File: src/rtl/epp_pix_pkg.sv
`timescale 1ns/1ps
package epp_pix_pkg;
  typedef enum logic [1:0] {ST_IDLE, ST_FETCH, ST_SERVE} link_st_e;
  typedef enum logic {K_DATA, K_ADDR} stb_kind_e;
  localparam logic [1:0] POS_RED   = 2'd0;
  localparam logic [1:0] POS_GREEN = 2'd1;
  localparam logic [1:0] POS_BLUE  = 2'd2;
endpackage

File: src/rtl/epp_addr_dec.sv
`timescale 1ns/1ps
module epp_addr_dec #(
  parameter int AW = 8,
  parameter int DEC_W = 3,
  parameter int NUM_SEL = 2,
  parameter logic [AW-1:0] BASE = 8'h30
) (
  input  logic [AW-1:0]      addr,
  output logic [NUM_SEL-1:0] sel
);
  localparam logic [AW-DEC_W-1:0] BASE_HI = BASE[AW-1:DEC_W];

  logic hi_match;
  assign hi_match = (addr[AW-1:DEC_W] == BASE_HI);

  for (genvar i = 0; i < NUM_SEL; i++) begin : g_sel
    assign sel[i] = hi_match && (addr[DEC_W-1:0] == DEC_W'(i));
  end
endmodule

File: src/rtl/epp_stb_sync.sv
`timescale 1ns/1ps
module epp_stb_sync #(
  parameter int STAGES = 2
) (
  input  logic clk,
  input  logic rst_n,
  input  logic stb_in,
  output logic level,
  output logic rise
);
  logic [STAGES:0] sr;

  always_ff @(posedge clk or negedge rst_n) begin
    if (!rst_n) sr <= '0;
    else        sr <= {sr[STAGES-1:0], stb_in};
  end

  assign level = sr[STAGES-1];
  assign rise  = sr[STAGES-1] & ~sr[STAGES];
endmodule

File: src/rtl/epp_pix_fsm.sv
`timescale 1ns/1ps
module epp_pix_fsm
  import epp_pix_pkg::*;
#(
  parameter int DW = 8
) (
  input  logic          clk,
  input  logic          rst_n,
  input  logic          d_rise,
  input  logic          a_rise,
  input  logic          d_lvl,
  input  logic          a_lvl,
  input  logic          wr_hit,
  input  logic [DW-1:0] wdata,
  output logic          wr_ready,
  output logic          host_wait,
  output logic [DW-1:0] host_data,
  output logic          host_le,
  output logic          irq,
  output logic [1:0]    rgb_pos
);
  link_st_e  st;
  stb_kind_e cur_k, pend_k, start_k;
  logic      pend_v, start_v, start_take, start_new_d, start_new_a;

  // choose what to start in IDLE: held edge first, then fresh edges
  always_comb begin
    start_v     = (st == ST_IDLE) && (pend_v || d_rise || a_rise);
    start_new_d = (st == ST_IDLE) && !pend_v && d_rise;
    start_new_a = (st == ST_IDLE) && !pend_v && !d_rise && a_rise;
    if (pend_v)      start_k = pend_k;
    else if (d_rise) start_k = K_DATA;
    else             start_k = K_ADDR;
    start_take = start_v && !(start_k == K_ADDR && rgb_pos == POS_BLUE);
  end

  assign wr_ready  = (st == ST_FETCH);
  assign host_wait = (st != ST_IDLE);

  always_ff @(posedge clk or negedge rst_n) begin
    if (!rst_n) begin
      st        <= ST_IDLE;
      cur_k     <= K_DATA;
      pend_v    <= 1'b0;
      pend_k    <= K_DATA;
      host_data <= '0;
      host_le   <= 1'b0;
      irq       <= 1'b0;
      rgb_pos   <= POS_BLUE;
    end else begin
      host_le <= 1'b0;
      irq     <= 1'b0;
      // pending edge bookkeeping
      if (start_v && pend_v) pend_v <= 1'b0;
      if (d_rise && !start_new_d) begin
        pend_v <= 1'b1;
        pend_k <= K_DATA;
      end else if (a_rise && !start_new_a) begin
        pend_v <= 1'b1;
        pend_k <= K_ADDR;
      end
      unique case (st)
        ST_IDLE: if (start_take) begin
          st    <= ST_FETCH;
          cur_k <= start_k;
          if (start_k == K_DATA) begin
            rgb_pos <= POS_RED;
            irq     <= 1'b1;
          end else begin
            rgb_pos <= rgb_pos + 2'd1;
          end
        end
        ST_FETCH: if (wr_hit) begin
          host_data <= wdata;
          host_le   <= 1'b1;
          st        <= ST_SERVE;
        end
        ST_SERVE: if ((cur_k == K_DATA) ? !d_lvl : !a_lvl) st <= ST_IDLE;
        default: st <= ST_IDLE;
      endcase
    end
  end

  AST_IRQ_OPENS_RED: assert property (@(posedge clk) disable iff (!rst_n)
    irq |-> (rgb_pos == POS_RED && host_wait));
  AST_POS_RANGE: assert property (@(posedge clk) disable iff (!rst_n)
    rgb_pos != 2'd3);
  AST_LE_WHILE_WAIT: assert property (@(posedge clk) disable iff (!rst_n)
    host_le |-> (host_wait && !wr_ready));
  AST_READY_NEEDS_CYCLE: assert property (@(posedge clk) disable iff (!rst_n)
    wr_ready |-> host_wait);
  AST_HELD_EDGE_KEPT: assert property (@(posedge clk) disable iff (!rst_n)
    (a_rise && host_wait) |=> pend_v);
endmodule

File: src/rtl/epp_pix_link.sv
`timescale 1ns/1ps
module epp_pix_link
  import epp_pix_pkg::*;
#(
  parameter int AW = 8,
  parameter int DW = 8,
  parameter int DEC_W = 3,
  parameter logic [AW-1:0] PORT_BASE = 8'h30,
  parameter int SYNC_STAGES = 2
) (
  input  logic          clk,
  input  logic          rst_n,
  input  logic [AW-1:0] cpu_addr,
  input  logic          cpu_wr_valid,
  output logic          cpu_wr_ready,
  input  logic [DW-1:0] cpu_wdata,
  input  logic          cpu_rd,
  output logic [DW-1:0] cpu_rdata,
  output logic          smp_oe,
  input  logic [DW-1:0] smp_data,
  output logic          cap_advance,
  input  logic          host_dstb,
  input  logic          host_astb,
  output logic          host_wait,
  output logic [DW-1:0] host_data,
  output logic          host_le,
  output logic          cpu_irq,
  output logic [1:0]    rgb_pos
);
  localparam int SEL_OUT = 0;
  localparam int SEL_IN  = 1;

  logic [1:0] sel;
  logic d_lvl, d_rise, a_lvl, a_rise;
  logic rd_hit, rd_hit_q;

  epp_addr_dec #(.AW(AW), .DEC_W(DEC_W), .NUM_SEL(2), .BASE(PORT_BASE)) u_dec (
    .addr(cpu_addr), .sel(sel));

  epp_stb_sync #(.STAGES(SYNC_STAGES)) u_sync_d (
    .clk(clk), .rst_n(rst_n), .stb_in(host_dstb), .level(d_lvl), .rise(d_rise));
  epp_stb_sync #(.STAGES(SYNC_STAGES)) u_sync_a (
    .clk(clk), .rst_n(rst_n), .stb_in(host_astb), .level(a_lvl), .rise(a_rise));

  epp_pix_fsm #(.DW(DW)) u_fsm (
    .clk(clk), .rst_n(rst_n),
    .d_rise(d_rise), .a_rise(a_rise), .d_lvl(d_lvl), .a_lvl(a_lvl),
    .wr_hit(cpu_wr_valid && sel[SEL_OUT]), .wdata(cpu_wdata),
    .wr_ready(cpu_wr_ready), .host_wait(host_wait), .host_data(host_data),
    .host_le(host_le), .irq(cpu_irq), .rgb_pos(rgb_pos));

  // read path from the sampler bus
  assign rd_hit    = cpu_rd && sel[SEL_IN];
  assign smp_oe    = rd_hit;
  assign cpu_rdata = rd_hit ? smp_data : '0;

  always_ff @(posedge clk or negedge rst_n) begin
    if (!rst_n) rd_hit_q <= 1'b0;
    else        rd_hit_q <= rd_hit;
  end
  assign cap_advance = rd_hit && !rd_hit_q;

  AST_SEL_ONEHOT: assert property (@(posedge clk) disable iff (!rst_n)
    $onehot0(sel));
  AST_ADV_ONCE: assert property (@(posedge clk) disable iff (!rst_n)
    cap_advance |=> !cap_advance);
  AST_LE_ONLY_OUT_PORT: assert property (@(posedge clk) disable iff (!rst_n)
    host_le |-> ($past(cpu_wr_valid) && $past(cpu_addr) == PORT_BASE));
endmodule

File: config.mk
export PLATFORM = sky130hd
export DESIGN_NAME = epp_pix_link
export DESIGN_NICKNAME = d
export VERILOG_FILES = /design/src/rtl/epp_pix_pkg.sv /design/src/rtl/epp_addr_dec.sv /design/src/rtl/epp_stb_sync.sv /design/src/rtl/epp_pix_fsm.sv /design/src/rtl/epp_pix_link.sv
export SDC_FILE = /design/constraint.sdc
export NUM_CORES = 1
export LEC_CHECK = 0
export BUFFER_PORTS_ARGS = -buffer_cell sky130_fd_sc_hd__buf_2
export CAP_MARGIN = 0
export CORE_UTILIZATION = 40
export CTS_BUF_LIST = sky130_fd_sc_hd__clkbuf_16
export DETAILED_ROUTE_END_ITERATION = 12
export GPL_ROUTABILITY_DRIVEN = 1
export MAX_ROUTING_LAYER = met4
export PLACE_DENSITY = 0.84
export SYNTH_ARGS = -nofsm -noshare
export SYNTH_HDL_FRONTEND = slang
export SYNTH_SLANG_ARGS = --single-unit
File: constraint.sdc
create_clock -name clk -period 1.3 [get_ports clk]
set_input_delay 0 -clock clk [delete_from_list [all_inputs] [get_ports clk]]
set_output_delay 0 -clock clk [all_outputs]
set_load 0.02 [all_outputs]
; After elaboration in Yosys (flattened, before gate mapping)
; Cells that the tools add are included.
[op_classes]
add_sub_neg = 1
eq_ne = 8
muxes = 19
bitwise = 4
reduce_logical = 33
[ops]
columns = cell, n
row1 = logical AND 1 bit, 15
row2 = 2-to-1 mux 1 bit, 13
row3 = logical NOT 1 bit, 8
row4 = 2-to-1 mux 2 bit, 4
row5 = 2-to-1 mux 8 bit, 1
row6 = "inequality test 2 x 1 -> 1 bit, second input constant", 3
row7 = one-hot mux 2 bit (3 select lines), 1
row8 = "equality test 5 x 3 -> 1 bit, second input constant", 1
row9 = "equality test 2 bit, second input constant", 2
row10 = AND reduction 2 bit, 2
row11 = nonzero test 2 bit, 2
row12 = "equality test 3 x 1 -> 1 bit, second input constant", 1
row13 = logical NOT 3 bit, 1
row14 = AND reduction 3 bit, 1
row15 = nonzero test 3 bit, 1
row16 = "adder 2 x 1 -> 2 bit, second input constant", 1
row17 = AND 1 bit, 2
row18 = "equality test 2 x 1 -> 1 bit, second input constant", 1
row19 = logical NOT 2 bit, 1
row20 = logical OR 1 bit, 2
row21 = NOT 1 bit, 2
[totals]
register_bits = 24
out_inout_bits = 24
elab_cells = 76

; Depth between registers and ports, before layout
; Gate-level depths: netlist (run 1).
[logic_depth]
depth_word = 9
ltp_mapped = 5
depth_no_buf = 5

; Cells and area by module
; A second synthesis (run 1) with hierarchy kept.
[unflattened]
cells_unflattened = 82
area_unflattened_um2 = 1013.5
[modules_own_cells]
columns = module, instances, cells_each, area_per_inst_um2, seq_area_each_um2
row1 = epp_pix_fsm, 1, 57, 705.7, 426.7
row2 = epp_stb_sync, 2, 4, 88.8, 75.1
row3 = epp_pix_link, 1, 12, 97.6, 25.0
row4 = epp_addr_dec, 1, 5, 32.5, 0.0

; Least setup slack after synthesis (run 1)
; OpenSTA, ideal clock, no wires.
[synth_timing]
kind = flip-flop to flip-flop
start = reg u_fsm.rgb_pos[0]
end = reg u_fsm.rgb_pos[1]
setup_time_ps = 80
arrival_ps = 1416
required_time_ps = 1220
slack_ps = -195
stages_incl_launch_ff = 6
n_path_buf = 0
path_cell_list = dfrtp_1 > inv_1 > ha_1 > a311oi_1 > o31ai_1 > a32o_1
[synth_between]
elab_chain_len = 5
elab_cells_between_ends = 7
classes_between = 1 x add/sub / 1 x eq/ne / 1 x mux / 4 x reduce/logical
[synth_rtl]
columns = item, line_no
row1 = from (decl), epp_pix_fsm.sv:20  ; output logic [1:0] rgb_pos
row2 = from (signal assigned), epp_pix_fsm.sv:70  ; rgb_pos <= rgb_pos + 2'd1;
row3 = equality test 2 bit, epp_pix_fsm.sv:34  ; start_take = start_v && !(start_k == K_ADDR && rgb_pos == POS_BLUE);
row4 = logical AND 1 bit, epp_pix_fsm.sv:34
row5 = logical NOT 1 bit, epp_pix_fsm.sv:34
row6 = logical AND 1 bit, epp_pix_fsm.sv:34
row7 = AND reduction 2 bit (no line), --
; Parallel ways exist; a longest one is shown, timed or not.
; A chain may end at the register's enable or synchronous reset.

; Final worst setup path (run 1)
[layout_timing]
start = reg u_fsm.rgb_pos[1]
end = reg u_fsm.rgb_pos[0]
[layout_between]
elab_chain_len = 5
[layout_rtl]
columns = item, line_no
row1 = equality test 2 bit, epp_pix_fsm.sv:34
row2 = logical AND 1 bit, epp_pix_fsm.sv:34
row3 = logical NOT 1 bit, epp_pix_fsm.sv:34
row4 = logical AND 1 bit, epp_pix_fsm.sv:34
row5 = AND reduction 2 bit (no line), --
; Every way passes these cells.

==> results.toml, run 1 <==
[layout]
register_area_um2 = 604
final_cell_area_mm2 = 0.00171
fill_cells = 188
multi_input_area_um2 = 541
drive_gt1_frac = 0.571
num_antenna_cells = 0
final_nets = 195
syn_to_final_growth_pct = 56.0

[sta]
period_share = 0.989
setup_viol = 0
finalMaxSlewViolations = 0
relSlewSlack = 0.653
tightest_slew_ns = 0.520
hold_viol_final = 0
rsz0062_at_grt = "true"
fin_skew_ns = 0.00669
period_needed_ns = 1.29
fmax_mhz = 778
hold_slack_ns = 0.0146

[grt]
grt_max_degree = 25
grt_pass1_vias = 842
grt_first_pass_wirelength_um = 3820
antenna_found_initial = 0
grt-ovfl-total = 0
grt_use_total = 0.195

[cts]
cts_tree = "yes"
cts_max_level = 1
cts.sinks = 24
clockBufferDepth = 2
cts_made_buffers = 3
clk_pin_slew_worst_paths_ns = 0.06
clk_latency_ns = 0.26
cts-root-buf = "clkbuf_16"

[floorplanning]
ios = 54
dieArea_mm2 = 0.00295
die_y_um = 54.3
num_rows = 18
core_area_mm2 = 0.00252
start_util = 0.434
fp.dieW_um = 54.3

[synthesis]
ys_seq_area_frac = 0.550
yosysMostFrequentCell = "dfrtp_1"
ys.warnings.count = 0
ys_seq_elements = 24
synth_xor_area_frac = 0
synthesis.nets = 120
async_reset_ff_frac = 1.00
synth_area_leaders = "dfrtp_1 53%, mux2_2 8.2%, and2_1 4.6%, dfstp_2 2.4%, nand2b_1 2.3%"
ys_types = 37
syn_avg_cell_area_um2 = 12.3
synth_simple_gate_area_frac = 0.220
synth_top_family_by_area = "simple AND/OR/NAND/NOR gates"
synth_compound_area_frac = 0.0915
post-synth-top-area-cell = "dfrtp_1"
synth_top_area_share = 0.526
synth.area.mux_share = 0.0915
synth_edf_count = 0
netlist_instances = 89
synthAdderAreaFrac = 0.0206
dominantRegCellSynth = "dfrtp_1"
synth_area_mm2 = 0.00109
ys_top_cells_by_count = "23 x dfrtp_1, 8 x and2_1, 8 x mux2_2"

[status]
outcome = "completed"

[place]
dpl_cell_area_mm2 = 0.00147
io_buffer_count = 53
dp_hpwl_um = 1850
gp_congestion = 0.864

[pwr]
p_per_area_mw_per_mm2 = 1380
p_switching_uw = 729
power_frac_clock = 0.281
p_seq_frac = 0.405
vdd_drop_max_uv = 929
power.internal_mw = 1.63
power.leakage_nw = 0.872
pwr-share-comb = 0.315
power_mw = 2.36
swShare = 0.309

[route]
detail-route-antenna-nets = 0
routed_wirelength_um = 2630
num_vias = 966
drc = 0
drtIter0Drc = 7
via_per_inst = 5.01
drtPass1Iterations = 4
wl_per_cell_um = 13.6

[hold_path]
min_path_type = "in2reg"

[worst_setup_path]
crit_required_ns = 1.48
arrival_ns = 1.47
path_max_fanout = 5
startpoint_type = "register"
endpoint_kind = "register"
critical_path_class = "reg2reg"

[flow_run]
max-cap-violations = 0
[through the flow]
step	worst slack [ns]	setup TNS, ns	util	std cells
floorplan	-0.0263	-0.0986	-	89
global placement	0.0280	0	0.581	178
detailed placement	0.00925	0	0.581	178
CTS	0.0156	0	0.654	192
global route	-0.0334	-0.212	0.676	193
finish	0.0143	0	0.676	193
[metal layers]
metal,global-route usage,wire (um),up-vias
li1,-,-,472
met1,0.243,1060,456
met2,0.303,1410,34
met3,0.0472,109,4
met4,0.0812,40,0
met5,-,0,-
[worst max-delay path, cell delays in order, from the launching register on]
cell and delay [ns]:
dfstp_2 0.55, ha_4 0.18, nor3b_2 0.06, o311a_1 0.29
a31oi_1 0.13
[state kept, by name, summed over array words and instances, names as in the netlist]
name,flops
u_fsm.st,2
u_sync_a.sr,3
u_fsm.host_le,1
u_fsm.host_data,8
rd_hit_q,1
u_fsm.pend_k,1
u_sync_d.sr,3
u_fsm.pend_v,1
u_fsm.irq,1
u_fsm.cur_k,1
u_fsm.rgb_pos,2
[power groups by stage]
stage / Clock [mW] / Combinational, mW / Sequential, mW
detailed placement: 0 / 0.664 / 0.950
CTS: 0.669 / 0.697 / 0.939
global placement: 0 / 0.662 / 0.947
global route: 0.700 / 0.822 / 0.966
floorplan: 0 / 0.330 / 1.00
finish: 0.663 / 0.743 / 0.956
[what timing repair did]
item                                    CTS  global route
hold buffers                             10             0
cloned                                    0             1
resized for setup                         1            10
endpoints found under the setup margin    2            12
pin swaps                                 2             3
setup buffers                             0             1
endpoints found under the hold margin    32             0
[layout make-up]
type | count | area share
clock buffer | 3 | 0.0440
clock inverter | 1 | 0.00220
inverter | 5 | 0.0110
multi-input combinational | 59 | 0.317
sequential | 24 | 0.354
tap | 30 | 0.0220
timing repair buffer | 71 | 0.249
[cell usage in the layout (no fill, tap or decap), types with 2 or more instances in the layout]
cell and count:
buf_4 8, and2_1 8, nand4_4 2, buf_2 53, mux2_2 8, dfrtp_2 2, a21oi_1 2, dlygate4sd3_1 10
clkbuf_16 3, dfrtp_1 21, nor2_1 2, inv_1 4, inv_2 2, nor2b_1 2, o31ai_1 2, nand2b_1 4
[kinds of logic (layout without fill, tap and decap cells)]
| logic type | count (synthesis) | count (layout) |
|---|---|---|
| multiplexers | 9 | 9 |
| AND/OR/NAND/NOR | 33 | 34 |
| flip-flops | 24 | 24 |
| adder cells (fa/ha/maj) | 2 | 2 |
| buffers and inverters | 7 | 80 |
| AO/OA/AOI/OAI | 14 | 14 |
[final timing paths]
kind                            depth (start not counted)  slack, ns        startpoint                  to
worst max register to register                          4       0.01  u_fsm.rgb_pos[1]    u_fsm.rgb_pos[0]
max in group asynchronous                               2       0.66             rst_n         u_fsm.st[0]
worst min-delay path                                    2       0.01      cpu_wdata[3]  u_fsm.host_data[3]
worst min register to register                          0       0.35    u_sync_d.sr[0]      u_sync_d.sr[1]
min in group asynchronous                               2       0.25             rst_n      u_sync_a.sr[0]
worst max-delay path                                    4       0.01  u_fsm.rgb_pos[1]    u_fsm.rgb_pos[0]
Power figures use the tool's default switching activity.
==> inputs of run 2 (changes only) <==
--- a/config.mk
+++ b/config.mk
@@ -6,8 +6,7 @@
 export NUM_CORES = 1
 export LEC_CHECK = 0
 export BUFFER_PORTS_ARGS = -buffer_cell sky130_fd_sc_hd__buf_2
-export CAP_MARGIN = 0
-export CORE_UTILIZATION = 40
+export CORE_UTILIZATION = 39
 export CTS_BUF_LIST = sky130_fd_sc_hd__clkbuf_16
 export DETAILED_ROUTE_END_ITERATION = 12
 export GPL_ROUTABILITY_DRIVEN = 1
@@ -15,4 +14,5 @@
 export PLACE_DENSITY = 0.84
 export SYNTH_ARGS = -nofsm -noshare
 export SYNTH_HDL_FRONTEND = slang
+export SYNTH_HIERARCHICAL = 1
 export SYNTH_SLANG_ARGS = --single-unit
==> run 2 against run 1 <==
The run now ends with setup timing left. First-iteration DRC count rose to 3.4 times the previous value. Fmax fell by 14%. Non-clock buffer count is 3 higher. Wire length rose by 9.5%. Sequential share of layout area is 0.44 points lower. Critical path depth increased by 3. Global-route usage rose by 2.7 points. Sequential power decreased by 0.7%. Core utilization grew 2.7 points. Register-to-register slack got worse by 0.06 ns. Design area rose by 1.2%. Synthesized area is 7.3% lower.
==> results.toml, run 2 <==
[pwr]
vdd_drop_max_uv = 1010
p_per_area_mw_per_mm2 = 1310
power.leakage_nw = 0.919

[worst_setup_path]
arrival_ns = 1.50
rr_worst_depth = 4
startpoint_type = "primary input"
cp_slowest_stage_delay_ns = 0.54
critical_path_class = "in2out"
crit_chain = "buf_6 > or4b_4 > buf_6 > nor4_4 > buf_4 > and3_1 > buf_6"
endpoint_kind = "output port"
crit_required_ns = 1.30
path_max_fanout = 5
cp_slowest_cell = "or4b_4"
crit_top_cell = "buf_6"

[synthesis]
ys_top_cells_by_count = "23 x dfrtp_1, 8 x and3_1, 8 x mux2_2"
ys.warnings.count = 6
dominantRegCellSynth = "dfrtp_1"
yosysMostFrequentCell = "dfrtp_1"
netlist_instances = 82
ys_seq_area_frac = 0.594
synthesis.nets = 113
synth_edf_count = 0
async_reset_ff_frac = 1.00
synth_top_area_share = 0.568
ys_types = 28
post-synth-top-area-cell = "dfrtp_1"
ys_seq_elements = 24
synth_area_leaders = "dfrtp_1 57%, mux2_2 8.9%, and3_1 4.9%, nor2b_4 2.7%, dfstp_2 2.6%"
syn_avg_cell_area_um2 = 12.4
synth_area_mm2 = 0.00101

[layout]
final_nets = 192
syn_to_final_growth_pct = 70.4
top_regs = "u_fsm/host_data x8, u_sync_a/sr x3, u_sync_d/sr x3"
final_cell_mix = "43 x buf_2, 21 x dfrtp_1, 11 x dlygate4sd3_1, 11 x buf_4, 9 x buf_6"
final_cells = 190
largest_register_ffs = 8
layout_commonest_cell = "buf_2"
drive_gt1_frac = 0.600
num_antenna_cells = 0
final_cell_area_mm2 = 0.00173
regMostFlops = "u_fsm/host_data"

[route]
met3_length_um = 103
drtPass1Iterations = 4
routed_wirelength_um = 2880
top_layer = "met4"
wl_per_cell_um = 15.1
drc = 0
via_per_inst = 4.96
detail-route-antenna-nets = 0
drt-met1-wl_um = 1070
met2_length_um = 1620
drtIter0Drc = 24
num_vias = 942

[hold_path]
min_path_type = "in2reg"
min_path_cells = 2

[grt]
grt_use_total = 0.222
grt-ovfl-total = 0
grt_max_degree = 25
grt_pass1_vias = 1011
grt_first_pass_wirelength_um = 4340
antenna_found_initial = 0

[cts]
clk_latency_ns = 0.25
clk_pin_slew_worst_paths_ns = 0.06
cts.sinks = 24
cts_max_level = 1
cts_made_buffers = 3
cts-root-buf = "clkbuf_16"
cts_tree = "yes"
clockBufferDepth = 2

[floorplanning]
fp.dieW_um = 53.0
num_rows = 18
die_y_um = 53.0
dieArea_mm2 = 0.00281
core_area_mm2 = 0.00245
start_util = 0.413
ios = 54

[flow_run]
max-cap-violations = 0

[sta]
setup_viol = 20
rsz0062_at_grt = "true"
period_share = 1.15
tns_ns = -3.05
fin_skew_ns = 0.00131
finalMaxSlewViolations = 0
hold_viol_final = 0
relSlewSlack = 0.655
fmax_mhz = 668
period_needed_ns = 1.50
setup_ws_ns = -0.198
tightest_slew_ns = 0.518

[place]
placed_cells = 171
io_buffer_count = 53
gp_congestion = 0.830
dpl_cell_area_mm2 = 0.00138
dp_hpwl_um = 1730

[status]
failed_checks = "setup timing"
outcome = "finished with violations"
-- run 2: cell types whose count changed after synthesis, sizes merged, moves of 3 or more --
cell	change
nand2	+4
and3	+7
and2	-7
nor3	-3
nand2b	-3
-- run 2: final timing paths --
path                                start                to  slack (ns)
min reg2reg                u_sync_a/sr[0]    u_sync_a/sr[1]        0.35
max reg2reg                   u_fsm/st[1]  u_fsm/rgb_pos[0]       -0.05
max                           cpu_addr[2]      cpu_rdata[0]       -0.20
max in group asynchronous           rst_n      u_fsm/pend_v        0.66
min in group asynchronous           rst_n    u_sync_a/sr[1]        0.26
min                                cpu_rd          rd_hit_q        0.14
-- run 2: critical path: cells and delay by family --
family	cells	cell delay, ns
and+or+nand+nor	3	0.96
buffers and inverters	4	0.54
-- run 2: cell families after synthesis --
| logic type | Yosys count | synth area share |
|---|---|---|
| flops | 24 | 0.594 |
| simple gates | 30 | 0.193 |
| buf+inv | 6 | 0.0222 |
| fa+ha+maj | 1 | 0.0123 |
| compound gates | 11 | 0.0704 |
| mux | 10 | 0.109 |
-- run 2: metal layers --
metal  global-route usage  vias to the layer above
met3               0.0316                        7
met4               0.0965                        0
li1                     -                      439
met2                0.411                       32
met5                    -                        -
met1                0.232                      464
-- run 2: per-stage QoR --
stage | util | setup slack [ns] | hold slack (ns) | power (mW)
3_5_place_dp | 0.561 | -0.450 | 0.00330 | 1.48
6_report | 0.703 | -0.198 | 0.138 | 2.25
3_3_place_gp | 0.561 | -0.253 | -0.00853 | 1.45
2_1_floorplan | - | -0.123 | -0.296 | 1.26
4_1_cts | 0.677 | -0.154 | 0.109 | 2.20
5_1_grt | 0.703 | -0.262 | 0.138 | 2.36
-- run 2: what timing repair did --
action	CTS	global route
pin swaps	2	0
setup buffers	0	3
hold buffers	11	0
setup endpoints to repair	20	20
cloned	1	0
hold endpoints to repair	33	0
resized for setup	26	8
-- run 2: where the power goes --
group | total [mW] | internal (mW) | switching (mW)
clock | 0.640 | 0.410 | 0.230
sequential | 0.949 | 0.861 | 0.0887
combinational | 0.664 | 0.307 | 0.357
total | 2.25 | 1.58 | 0.676
-- run 2: cell type report --
type | count | area, um^2
inverters | 6 | 22.5
clock inverters | 1 | 3.75
fillers | 167 | 728
multi-input cells | 52 | 474
flip-flops and latches | 24 | 604
well taps | 30 | 37.5
repair buffers | 74 | 509
clock buffers | 3 | 75.1
==> inputs of run 3 (changes only) <==
--- a/config.mk
+++ b/config.mk
@@ -6,11 +6,11 @@
 export NUM_CORES = 1
 export LEC_CHECK = 0
 export BUFFER_PORTS_ARGS = -buffer_cell sky130_fd_sc_hd__buf_2
+export CORE_MARGIN = 5
 export CORE_UTILIZATION = 39
 export CTS_BUF_LIST = sky130_fd_sc_hd__clkbuf_16
 export DETAILED_ROUTE_END_ITERATION = 12
 export GPL_ROUTABILITY_DRIVEN = 1
-export MAX_ROUTING_LAYER = met4
 export PLACE_DENSITY = 0.84
 export SYNTH_ARGS = -nofsm -noshare
 export SYNTH_HDL_FRONTEND = slang
==> run 3 against run 2 <==
The flow still finishes with violations (setup timing). Final cell count increased by 0.53%. Design area increased by 1.6%. Count of clock-buffer cells in the layout unchanged.
==> results.toml, run 3 (synthesis results as in run 2) <==
[floorplanning]
fp.dieW_um = 61.0
num_rows = 18
start_util = 0.409
ios = 54
die_y_um = 61.0
dieArea_mm2 = 0.00372
core_area_mm2 = 0.00248

[sta]
fmax_mhz = 665
setup_ws_ns = -0.204
period_share = 1.16
setup_viol = 18
hold_viol_final = 0
tightest_slew_ns = 0.526
rsz0062_at_grt = "true"
hold_slack_ns = 0.129
tns_ns = -2.35
relSlewSlack = 0.649
finalMaxSlewViolations = 0
period_needed_ns = 1.50
fin_skew_ns = 0.00255

[layout]
fill_cells = 185
layout_commonest_cell = "buf_2"
register_area_um2 = 604
num_antenna_cells = 0
regMostFlops = "u_fsm/host_data"
final_cell_area_mm2 = 0.00175
final_cell_mix = "43 x buf_2, 21 x dfrtp_1, 11 x dlygate4sd3_1, 11 x buf_6, 9 x buf_4"
multi_input_area_um2 = 468
syn_to_final_growth_pct = 73.1
top_regs = "u_fsm/host_data x8, u_sync_a/sr x3, u_sync_d/sr x3"
final_nets = 193
drive_gt1_frac = 0.615
largest_register_ffs = 8
final_cells = 191

[route]
detail-route-antenna-nets = 0
wl_per_cell_um = 14.9
drtIter0Drc = 29
num_vias = 919
drtPass1Iterations = 4
routed_wirelength_um = 2840
via_per_inst = 4.81
drc = 0

[pwr]
pwr-share-comb = 0.253
p_switching_uw = 665
power.internal_mw = 1.76
p_seq_frac = 0.391
vdd_drop_max_uv = 946
swShare = 0.274
p_per_area_mw_per_mm2 = 1380
power_frac_clock = 0.355
power_mw = 2.43
power.leakage_nw = 0.923

[status]
failed_checks = "setup timing"
outcome = "finished with violations"

[cts]
cts_made_buffers = 3
clk_pin_slew_worst_paths_ns = 0.06
cts-root-buf = "clkbuf_16"
clockBufferDepth = 2
cts_max_level = 1
clk_latency_ns = 0.26
cts_tree = "yes"
cts.sinks = 24

[place]
io_buffer_count = 53
gp_congestion = 0.760
dp_hpwl_um = 1760
dpl_cell_area_mm2 = 0.00138
placed_cells = 171

[worst_setup_path]
path_max_fanout = 5
endpoint_kind = "output port"
arrival_ns = 1.50
critical_path_class = "in2out"
rr_worst_depth = 4
startpoint_type = "primary input"
crit_required_ns = 1.30

[grt]
antenna_found_initial = 0
grt-ovfl-total = 0
grt_first_pass_wirelength_um = 4660
grt_use_total = 0.172
grt_max_degree = 25
grt_pass1_vias = 1036

[hold_path]
min_path_type = "in2reg"
min_path_cells = 2

[flow_run]
max-cap-violations = 0
-- run 3: cell types whose count changed in the layout (fill, tap and decap cells not counted), moves of 2 or more --
cell,previous run,this run
and3_1,7,5
and3_4,1,3
buf_4,11,9
buf_6,9,11
-- run 3: final timing paths --
path                                     start            endpoint  slack [ns]
max in group asynchronous                rst_n    u_fsm/rgb_pos[0]        0.68
worst max-delay path               cpu_addr[7]        cpu_rdata[6]       -0.20
worst min-delay path                    cpu_rd            rd_hit_q        0.13
min in group asynchronous                rst_n  u_fsm/host_data[3]        0.24
worst min register to register  u_sync_d/sr[0]      u_sync_d/sr[1]        0.35
worst max register to register     u_fsm/st[1]    u_fsm/rgb_pos[0]        0.01
-- run 3: routing by layer --
layer	vias to the layer above	routed length, um	GRT usage
met3	5	215	0.0638
met4	0	34	0.0464
met2	31	1610	0.324
met5	-	0	0
li1	445	-	-
met1	438	979	0.178
-- run 3: timing repair --
item | 4_1_cts | 5_1_grt
gates resized for setup | 23 | 13
cloned | 2 | 0
hold buffers | 11 | 0
setup endpoints to repair | 12 | 24
setup buffers | 2 | 1
endpoints found under the hold margin | 33 | 0
pin swaps | 4 | 3
-- run 3: layout make-up --
cell class | instances | share of cell area
clock inverter | 1 | 0.0171
multi-input combinational | 53 | 0.267
sequential | 24 | 0.345
tap | 30 | 0.0214
clock buffer | 3 | 0.0428
timing repair buffer | 74 | 0.295
inverter | 6 | 0.0128
-- run 3: power by group through the flow --
stage                     Clock (mW)  Combinational [mW]  Sequential (mW)
after detailed placement           0               0.520            0.943
after CTS                      0.880               0.582            0.942
final                          0.862               0.615            0.949
after global placement             0               0.500            0.940
after floorplan                    0               0.263            0.994
after global routing           0.911               0.672            0.961
-- run 3: per-stage QoR --
stage           util  setup slack (ns)
2_1_floorplan      -            -0.123
3_3_place_gp   0.556            -0.256
3_5_place_dp   0.556            -0.275
4_1_cts        0.683            -0.132
5_1_grt        0.708            -0.279
6_report       0.708            -0.204
-- run 3: worst max-delay path, cell delays in order --
cell and delay [ns]:
buf_6 0.09, or4b_4 0.55, buf_6 0.14, nor4_4 0.21, buf_2 0.20, and3_1 0.20, buf_6 0.13
